### src/rtl/bflash_pkg.sv
package bflash_pkg;
  localparam logic [7:0] OP_ERASE  = 8'h30;
  localparam logic [7:0] OP_PROG_A = 8'h10;
  localparam logic [7:0] OP_PROG_B = 8'h50;
  localparam logic [7:0] OP_IDENT  = 8'h90;
  localparam logic [7:0] OP_RST_LO = 8'h00;
  localparam logic [7:0] OP_RST_HI = 8'hFF;

  typedef enum logic [2:0] {
    MD_READ, MD_IDENT, MD_ERS_SU, MD_ERS_AB, MD_PRG_SU, MD_PRG_AB
  } mode_e;

  typedef enum logic [1:0] {PH_IDLE, PH_PROG, PH_PRE, PH_ERASE} phase_e;

  // Bit 7 chosen so the whole byte has an odd number of ones.
  function automatic logic [7:0] odd_code(input logic [6:0] base);
    return {~(^base), base};
  endfunction
endpackage

### src/rtl/bflash_bus.sv
module bflash_bus #(
  parameter int AW = 4
) (
  input  logic          clk,
  input  logic          rst_n,
  input  logic          ce_n,
  input  logic          oe_n,
  input  logic          we_n,
  input  logic [AW-1:0] addr,
  input  logic [7:0]    din,
  output logic          wr_fire,
  output logic [AW-1:0] wr_addr,
  output logic [7:0]    wr_data,
  output logic          rd_act,
  output logic          rd_end
);
  logic wr_act, wr_prev, rd_prev;

  assign wr_act = !ce_n && oe_n && !we_n;
  assign rd_act = !ce_n && !oe_n && we_n;
  assign rd_end = rd_prev && !rd_act;

  always_ff @(posedge clk or negedge rst_n) begin
    if (!rst_n) begin
      wr_prev <= 1'b0;
      rd_prev <= 1'b0;
      wr_fire <= 1'b0;
      wr_addr <= '0;
      wr_data <= '0;
    end else begin
      wr_prev <= wr_act;
      rd_prev <= rd_act;
      wr_fire <= wr_prev && !wr_act;
      if (wr_act && !wr_prev) wr_addr <= addr;
      if (wr_prev && !wr_act) wr_data <= din;
    end
  end
endmodule

### src/rtl/bflash_engine.sv
module bflash_engine
  import bflash_pkg::*;
#(
  parameter int AW        = 4,
  parameter int PROG_CYC  = 24,
  parameter int ERASE_CYC = 40,
  parameter int MAX_CYC   = 200
) (
  input  logic          clk,
  input  logic          rst_n,
  input  logic          go_prog,
  input  logic          go_erase,
  input  logic          clr,
  input  logic [AW-1:0] op_addr,
  input  logic [7:0]    op_data,
  input  logic [AW-1:0] rd_addr,
  output logic [7:0]    rd_data,
  output logic          busy,
  output logic          fail,
  output logic [7:0]    tgt
);
  localparam int DEPTH = 1 << AW;
  localparam int SPAN0 = (PROG_CYC > ERASE_CYC) ? PROG_CYC : ERASE_CYC;
  localparam int SPAN  = (SPAN0 > DEPTH) ? SPAN0 : DEPTH;
  localparam int PW    = $clog2(SPAN + 1);
  localparam int EW    = $clog2(MAX_CYC + 1);

  logic [DEPTH-1:0][7:0] mem;
  phase_e                ph;
  logic [PW-1:0]         pc;
  logic [EW-1:0]         el;
  logic [AW-1:0]         tgt_a;

  assign busy    = (ph != PH_IDLE);
  assign rd_data = mem[rd_addr];

  always_ff @(posedge clk or negedge rst_n) begin
    if (!rst_n) begin
      mem   <= {DEPTH{8'hFF}};
      ph    <= PH_IDLE;
      pc    <= '0;
      el    <= '0;
      tgt_a <= '0;
      tgt   <= 8'hFF;
      fail  <= 1'b0;
    end else begin
      if (clr) fail <= 1'b0;
      if (ph == PH_IDLE) begin
        pc <= '0;
        el <= '0;
        if (go_prog) begin
          ph    <= PH_PROG;
          tgt_a <= op_addr;
          tgt   <= op_data;
        end else if (go_erase) begin
          ph  <= PH_PRE;
          tgt <= 8'hFF;
        end
      end else begin
        el <= el + 1'b1;
        if (el == EW'(MAX_CYC - 1)) begin
          ph   <= PH_IDLE;
          fail <= 1'b1;
        end else begin
          case (ph)
            PH_PROG: begin
              if (pc == PW'(PROG_CYC - 1)) begin
                mem[tgt_a] <= mem[tgt_a] & tgt;
                ph <= PH_IDLE;
              end else pc <= pc + 1'b1;
            end
            PH_PRE: begin
              mem[pc[AW-1:0]] <= 8'h00;
              if (pc == PW'(DEPTH - 1)) begin
                pc <= '0;
                ph <= PH_ERASE;
              end else pc <= pc + 1'b1;
            end
            PH_ERASE: begin
              if (pc == PW'(ERASE_CYC - 1)) begin
                mem <= {DEPTH{8'hFF}};
                ph  <= PH_IDLE;
              end else pc <= pc + 1'b1;
            end
            default: ph <= PH_IDLE;
          endcase
        end
      end
    end
  end


  idle_mem_stable_chk: assert property (@(posedge clk) disable iff (!rst_n)
    (!busy && !go_prog && !go_erase) |=> $stable(mem));

  prog_clears_only_chk: assert property (@(posedge clk) disable iff (!rst_n)
    (ph == PH_PROG) |=> ((mem & ~$past(mem)) == '0));

  fail_from_busy_chk: assert property (@(posedge clk) disable iff (!rst_n)
    $rose(fail) |-> $past(busy));
endmodule

### src/rtl/bflash_dev.sv
module bflash_dev
  import bflash_pkg::*;
#(
  parameter int         AW        = 4,
  parameter int         PROG_CYC  = 24,
  parameter int         ERASE_CYC = 40,
  parameter int         MAX_CYC   = 200,
  parameter logic [6:0] MFR_BASE  = 7'h15,
  parameter logic [6:0] DEV_BASE  = 7'h33
) (
  input  logic          clk,
  input  logic          rst_n,
  input  logic          ce_n,
  input  logic          oe_n,
  input  logic          we_n,
  input  logic [AW-1:0] addr,
  input  logic [7:0]    din,
  output logic [7:0]    dout,
  output logic          dout_en
);
  localparam logic [7:0] MFR_CODE = odd_code(MFR_BASE);
  localparam logic [7:0] DEV_CODE = odd_code(DEV_BASE);

  logic          wr_fire, rd_end;
  logic [AW-1:0] wr_addr;
  logic [7:0]    wr_data, rd_data, tgt, dout_v;
  logic          eng_busy, eng_fail, tog;
  logic          is_rst, take, go_prog, go_erase, clr;
  mode_e         mode;

  bflash_bus #(.AW(AW)) u_bus (
    .clk(clk), .rst_n(rst_n), .ce_n(ce_n), .oe_n(oe_n), .we_n(we_n),
    .addr(addr), .din(din), .wr_fire(wr_fire), .wr_addr(wr_addr),
    .wr_data(wr_data), .rd_act(dout_en), .rd_end(rd_end)
  );

  bflash_engine #(
    .AW(AW), .PROG_CYC(PROG_CYC), .ERASE_CYC(ERASE_CYC), .MAX_CYC(MAX_CYC)
  ) u_eng (
    .clk(clk), .rst_n(rst_n), .go_prog(go_prog), .go_erase(go_erase),
    .clr(clr), .op_addr(wr_addr), .op_data(wr_data), .rd_addr(addr),
    .rd_data(rd_data), .busy(eng_busy), .fail(eng_fail), .tgt(tgt)
  );

  assign is_rst   = (wr_data == OP_RST_LO) || (wr_data == OP_RST_HI);
  assign take     = wr_fire && !eng_busy && !eng_fail;
  assign go_erase = take && (mode == MD_ERS_SU || mode == MD_ERS_AB) &&
                    (wr_data == OP_ERASE);
  assign go_prog  = take && (mode == MD_PRG_SU || mode == MD_PRG_AB) &&
                    (wr_data != OP_RST_HI);
  assign clr      = wr_fire && eng_fail && is_rst;

  always_ff @(posedge clk or negedge rst_n) begin
    if (!rst_n) begin
      mode <= MD_READ;
    end else if (take) begin
      case (mode)
        MD_READ, MD_IDENT: begin
          if (wr_data == OP_ERASE) mode <= MD_ERS_SU;
          else if (wr_data == OP_PROG_A || wr_data == OP_PROG_B) mode <= MD_PRG_SU;
          else if (wr_data == OP_IDENT) mode <= MD_IDENT;
          else if (is_rst) mode <= MD_READ;
        end
        MD_ERS_SU: mode <= is_rst ? MD_ERS_AB : MD_READ;
        MD_PRG_SU: mode <= (wr_data == OP_RST_HI) ? MD_PRG_AB : MD_READ;
        default:   mode <= MD_READ;
      endcase
    end
  end

  always_ff @(posedge clk or negedge rst_n) begin
    if (!rst_n) tog <= 1'b0;
    else if (rd_end && (eng_busy || eng_fail)) tog <= ~tog;
  end

  always_comb begin
    if (eng_busy || eng_fail)
      dout_v = {~tgt[7], tog, eng_fail, 5'b0};
    else if (mode == MD_IDENT)
      dout_v = (addr == AW'(0)) ? MFR_CODE :
               (addr == AW'(1)) ? DEV_CODE : 8'h00;
    else
      dout_v = rd_data;
  end

  assign dout = dout_en ? dout_v : 8'h00;


  start_on_write_chk: assert property (@(posedge clk) disable iff (!rst_n)
    $rose(eng_busy) |-> $past(wr_fire));

  busy_mode_chk: assert property (@(posedge clk) disable iff (!rst_n)
    eng_busy |-> (mode == MD_READ));

  fail_hold_chk: assert property (@(posedge clk) disable iff (!rst_n)
    (eng_fail && !wr_fire) |=> eng_fail);
endmodule

### config.mk
export PLATFORM = sky130hd
export DESIGN_NAME = bflash_dev
export DESIGN_NICKNAME = d
export VERILOG_FILES = /design/src/rtl/bflash_pkg.sv /design/src/rtl/bflash_bus.sv /design/src/rtl/bflash_engine.sv /design/src/rtl/bflash_dev.sv
export SDC_FILE = /design/constraint.sdc
export NUM_CORES = 1
export LEC_CHECK = 0
export ABC_AREA = 1
export BUFFER_PORTS_ARGS = -buffer_cell sky130_fd_sc_hd__buf_2
export CAP_MARGIN = 20
export CORE_MARGIN = 1
export CORE_UTILIZATION = 44
export DETAILED_ROUTE_END_ITERATION = 12
export PLACE_DENSITY = 0.57
export SLEW_MARGIN = 40
export SYNTH_ARGS = -nofsm -noshare
export SYNTH_HDL_FRONTEND = slang
export SYNTH_SLANG_ARGS = --single-unit
### constraint.sdc
create_clock -name clk -period 3 [get_ports clk]
set_input_delay 0.3 -clock clk [delete_from_list [all_inputs] [get_ports clk]]
set_output_delay 0.3 -clock clk [all_outputs]
set_load 0.01 [all_outputs]
* Yosys cells after proc, flatten, opt, wreduce, memory -nomap -nowiden
Cells that the tools add are included.
** Cells by class
- Eq/ne operators :: 29
- Div/mod/pow operators :: 0
- Muxes and demuxes :: 44
- Order comparisons :: 5
- Reductions and logical operators :: 46
- Multiply operators :: 0
- $add $sub $neg :: 2
- Shifts and indexed selects :: 0
- Bitwise operators :: 7
** Operators with widths (count)
- 128-bit one-hot mux with 3 select lines :: 1
- 128-bit two-way mux :: 2
- 128-bit AND :: 1
- 128-bit bitwise mux :: 1
- 128-bit NOT :: 1
- 8-bit two-way mux :: 12
- 8-bit binary-select mux with 4-bit select :: 2
- 8-bit demux with 4-bit select :: 2
- 6-bit two-way mux :: 5
- 8-bit equality test (second input constant) :: 3
- 1-bit logical AND :: 18
- 6-bit one-hot mux with 3 select lines :: 1
- 2-bit two-way mux :: 8
- 4-bit by 5-bit < comparator with 1-bit output (second input constant) :: 3
- 3-bit two-way mux :: 5
- 4-bit by 1-bit inequality test with 1-bit output (second input constant) :: 3
- 3-bit one-hot mux with 3 select lines :: 1
- 8-bit by 1-bit adder with 8-bit output (second input constant) :: 1
- 8-bit AND :: 1
- 8-bit by 5-bit equality test with 1-bit output (second input constant) :: 1
- 8-bit by 6-bit equality test with 1-bit output (second input constant) :: 1
- 8-bit by 7-bit equality test with 1-bit output (second input constant) :: 1
- 4-bit by 1-bit >= comparator with 1-bit output (second input constant) :: 2
- 1-bit zero test :: 8
- other kinds (30) :: 49
** Storage, ports and cells
- Latch bits :: 0
- Bits of input ports :: 17
- Memories kept :: 0
- Word-level logic and storage cells :: 162
- Bits in writable memories :: 0
- Flip-flop bits (word level) :: 176
- ROM bits :: 0

* Depth between registers and ports, before layout
- Word-level depth :: 9
- Gate-level depth with buffers :: 14
- Gate-level depth less buffers :: 13

* Hierarchy
A second synthesis with hierarchy kept.
** Second synthesis, totals
- Cell total of the unflattened synthesis :: 2022
- Area, all modules :: 13100.1 µm²
** Modules (own cells, without submodules)
- bflash_engine :: times used 1, area an instance 11886.4 µm², cells each 1844
- bflash_bus :: times used 1, area an instance 623.1 µm², cells each 65
- bflash_dev :: times used 1, area an instance 590.6 µm², cells each 113

* Least setup slack after synthesis
No wires, ideal clock.
- Kind :: register -> register
- Start :: reg u_eng.ph[0]
- End :: reg (tool-made name)
- Cell stages (with the launch flop) :: 12
- Arrival :: 1.874 ns
- Setup time :: 0.060 ns
- Clock period less this slack :: 1.935 ns
- Path slack :: 1.065 ns
- Path through :: dfrtp_1 > inv_1 > ha_1 > clkbuf_1 > nor2_2 > inv_1 > buf_2 > nor2_1 > nand3_1 > nand2_1 > nand2_1 > nand2_1
** RTL lines
- start: declaration :: RTL line bflash_engine.sv:29 : phase_e ph;
- start signal: assignment :: RTL line bflash_engine.sv:40 : ph <= PH_IDLE;
- start signal: assignment :: RTL line bflash_engine.sv:52 : ph <= PH_PROG;
- start signal: assignment :: RTL line bflash_engine.sv:56 : ph <= PH_PRE;

* Final worst setup path
- Start :: reg u_eng.ph[0]
- End :: out dout[4]
** On the way
- Cells in the longest elaborated chain, start to end :: 4
** RTL lines
- 2-bit nonzero test :: RTL line bflash_engine.sv:34 : assign busy = (ph != PH_IDLE);
- 1-bit logical OR :: RTL line bflash_dev.sv:77 : if (eng_busy || eng_fail)
- 8-bit two-way mux :: RTL line bflash_dev.sv:77
- 8-bit two-way mux :: RTL line bflash_dev.sv:86 : assign dout = dout_en ? dout_v : 8'h00;
- end: declaration :: RTL line bflash_dev.sv:18 : output logic [7:0] dout,
No other way between the ends.

==> results.md <==
* Total iterations of the first detailed-routing run at 6
* Drt drc at 0
* Placeable Area at ~0.028 sq mm
* Req. time, crit path at 2.70 ns
* Initial DRC count at approximately 1,600
* Top FF cell, synth: dfstp_2
* Top cell type's share of synthesized area at 0.2841
* Syn nets at 1,906
* Post-synth EDFFs at 0
* Rel. slew slack at 0.4260
* Worst-path cell chain: inv_1, ha_2, inv_1, nor2_2, inv_1, nor2_2, nand2_1, inv_1, nand2_1, nand2_1, buf_2
* Largest net degree at the start of global routing at between 100 and 150
* Peak supply drop at between 0.6 and 0.7 mV
* Final Cycle Share at 0.9094
* Pre-CTS WS at around 0.37 ns
* # setup viols final at 0
* Multi-input logic area at 0.006919 sq mm
* Leak Pwr at 6.488 nW
* # clock sinks at about 180
* PnR worst setup slack at 0.2717 ns
* Top cell type by total area after synthesis: dfstp_2
* DRT Wirelength at 48,580 um
* Hold WS at 0.03537 ns
* Worst Max-Slew Pin Slew at ~0.86 ns
* Largest cells by area after synthesis: dfstp_2, nand2_1, dfrtp_1, nand3_1, o21ai_0
* CTS H-tree lvls at 4
* Clock transition at path regs at approximately 0.080 ns
* R2R cell count at 11
* TritonCTS clock tree: built
* FF/Latch Area at around 0.0046 sq mm
* CP Launch Type: flip-flop
* Die height at 171.1 um
* GRT overflow at 0
* Max-cap check violation count at 0
* Crit-path max cell delay at 0.41 ns
* Synth warn at 0
* Crit Path Class: reg -> out
* Synth cell types at 46
* Peak Freq at approximately 370 MHz
* Mapped cell area at between 0.01 and 0.015 sq mm
* CTS root buf: clkbuf_16
* WP data arrival at around 2.4 ns
* Crit end category: primary output
* Avg Cell Area, Syn at 6.695 sq um
* Pwr Total at ~14 mW
* Filler instances at a little under 3,000
* DP Cell Count at approximately 2,200
* PortBufs at 25
* Share of synthesized flip-flops with an asynchronous set or reset at 1.000
* Hold Crit Depth at 3
* Pwr/cell area at a little over 1000 mW/mm^2
* Final TNS setup at 0 ns
* Clock Skew at 0.01439 ns
* Vias in the first global route at roughly 12,000
* Nets at ~1,900
* Layout cells sized above 1 at 0.1914
* Status: finished, final reports clean
* Worst path slowest cell: dfrtp_1
* Post-route cell area at around 0.014 sq mm
* Initial antenna violation count at 1
* Commonest non-fill, non-tap cells in the layout: nand2_1, nand3_1, nor2_1
* Mapped Cells at between 1,500 and 2,000
* Clock Path Buffers at 2
* Final HPWL DP at about 33,000 um
* CP dominant cell by count: inv_1
* Seq/Total Area, Yosys at 0.3636
* Max-slew violations at 0
* CTS Buf Count at 17
* Initial Util at 0.4503
* Fin. Hold Viols at 0
* # rows at 61
* Fin crit period at ~2.7 ns
* DR WL/cell at ~21 um
* Vias at 13,060
* Die area at ~0.029 sq mm
* Layout Utilization at 0.4983
* Die Width at 171.1 um
* Clk_lat worst skew at ~0.46 ns
* Worst Hold Class: in -> reg
* Final instance count without filler cells at approximately 2,300
* Area growth, synth to finish at 10.66%
* #FFs+latches synth at between 150 and 200
* Commonest non-fill, non-tap cell in the layout: nand2_1
* IO Count at 26
* First-pass GRT wire length at between 70,000 and 80,000 um
* RePlAce Congestion at roughly 1
* Post-route ant nets at 0
* Placed Area at 0.01331 sq mm
* Unrepaired setup endpoints after global routing: false
* Crit-path max FO at 8
* Gr usage total at 0.3454
* Vias per Instance at between 5 and 6
## worst paths after layout
kind                               endpoint  slack (ns)         from
setup reg to reg                  flip-flop        0.30  u_eng.el[0]
max in group asynchronous         async pin        1.75        rst_n
setup / recovery                    dout[4]        0.27  u_eng.ph[0]
min in group asynchronous        u_eng.fail        0.48        rst_n
hold reg to reg                 u_eng.el[0]        0.46  u_eng.el[0]
hold / removal             u_bus.wr_data[3]        0.04       din[3]
## synth_stat cells, types with 5 or more instances
cell and instances:
nand2_1 673, clkbuf_1 46, nand2_4 5, dfrtp_1 40, dfstp_2 136, inv_1 138, nor2_2 34, buf_1 12
buf_2 29, ha_1 10, a21oi_1 83, o21ai_0 148, nor2_1 160, nand2_8 10, nand3_1 179, a21oi_2 35
o21ai_1 7, nor3_1 10, a22oi_1 11, o211ai_1 14, nand4_1 12, a31oi_1 28, clkinv_4 5, clkinv_8 5
clkinv_1 8, o221ai_1 7
## routing by layer
metal	GRT usage	part of all wire
met1	0.4637	0.43
met2	0.5392	0.45
met3	0.06546	0.084
met4	0.1526	0.038
met5	0	0
## power by group
part	switching [mW]	internal, mW	total, mW	leakage, nW
combinational	4.58	2.13	6.71	4.26
sequential	1.13	4.04	5.17	1.94
clock	1.17	1.12	2.29	0.283
## area by class of cell
cell class,count,area share
Multi-Input combinational cell,1453,0.4970
Tap cell,378,0.03397
Clock inverter,15,0.01213
Antenna cell,1,0.0001798
Inverter,158,0.04889
Clock buffer,17,0.03056
Sequential cell,176,0.3287
Timing Repair Buffer,83,0.04853
## timing repair
action | in CTS | in global routing
hold endpoints to repair | 15 | 0
setup endpoints to repair | 0 | 5
buffers inserted | 0 | 0
gates resized for setup | 0 | 2
hold buffers | 1 | 0
## kinds of logic (layout without fill, tap and decap cells)
| group | count (synthesis) | after routing | share of synthesized area |
|---|---|---|---|
| AOI/OAI and AO/OA | 345 | 345 | 0.1607 |
| other | 0 | 1 | 0 |
| buffers and inverters | 250 | 273 | 0.08693 |
| DFF | 176 | 176 | 0.3636 |
| xor gates and xnor gates | 1 | 1 | 0.0006964 |
| and+or+nand+nor | 1097 | 1097 | 0.3781 |
| adders and majority gates | 10 | 10 | 0.009946 |
## critical path: cells and delay by family (launching register included)
kind / cells / cell delay, ns
DFF: 1 / 0.41
adders and majority gates: 1 / 0.28
buffers and inverters: 5 / 0.56
and+or+nand+nor: 5 / 0.70
No activity file was read; power rests on OpenSTA's default activity.
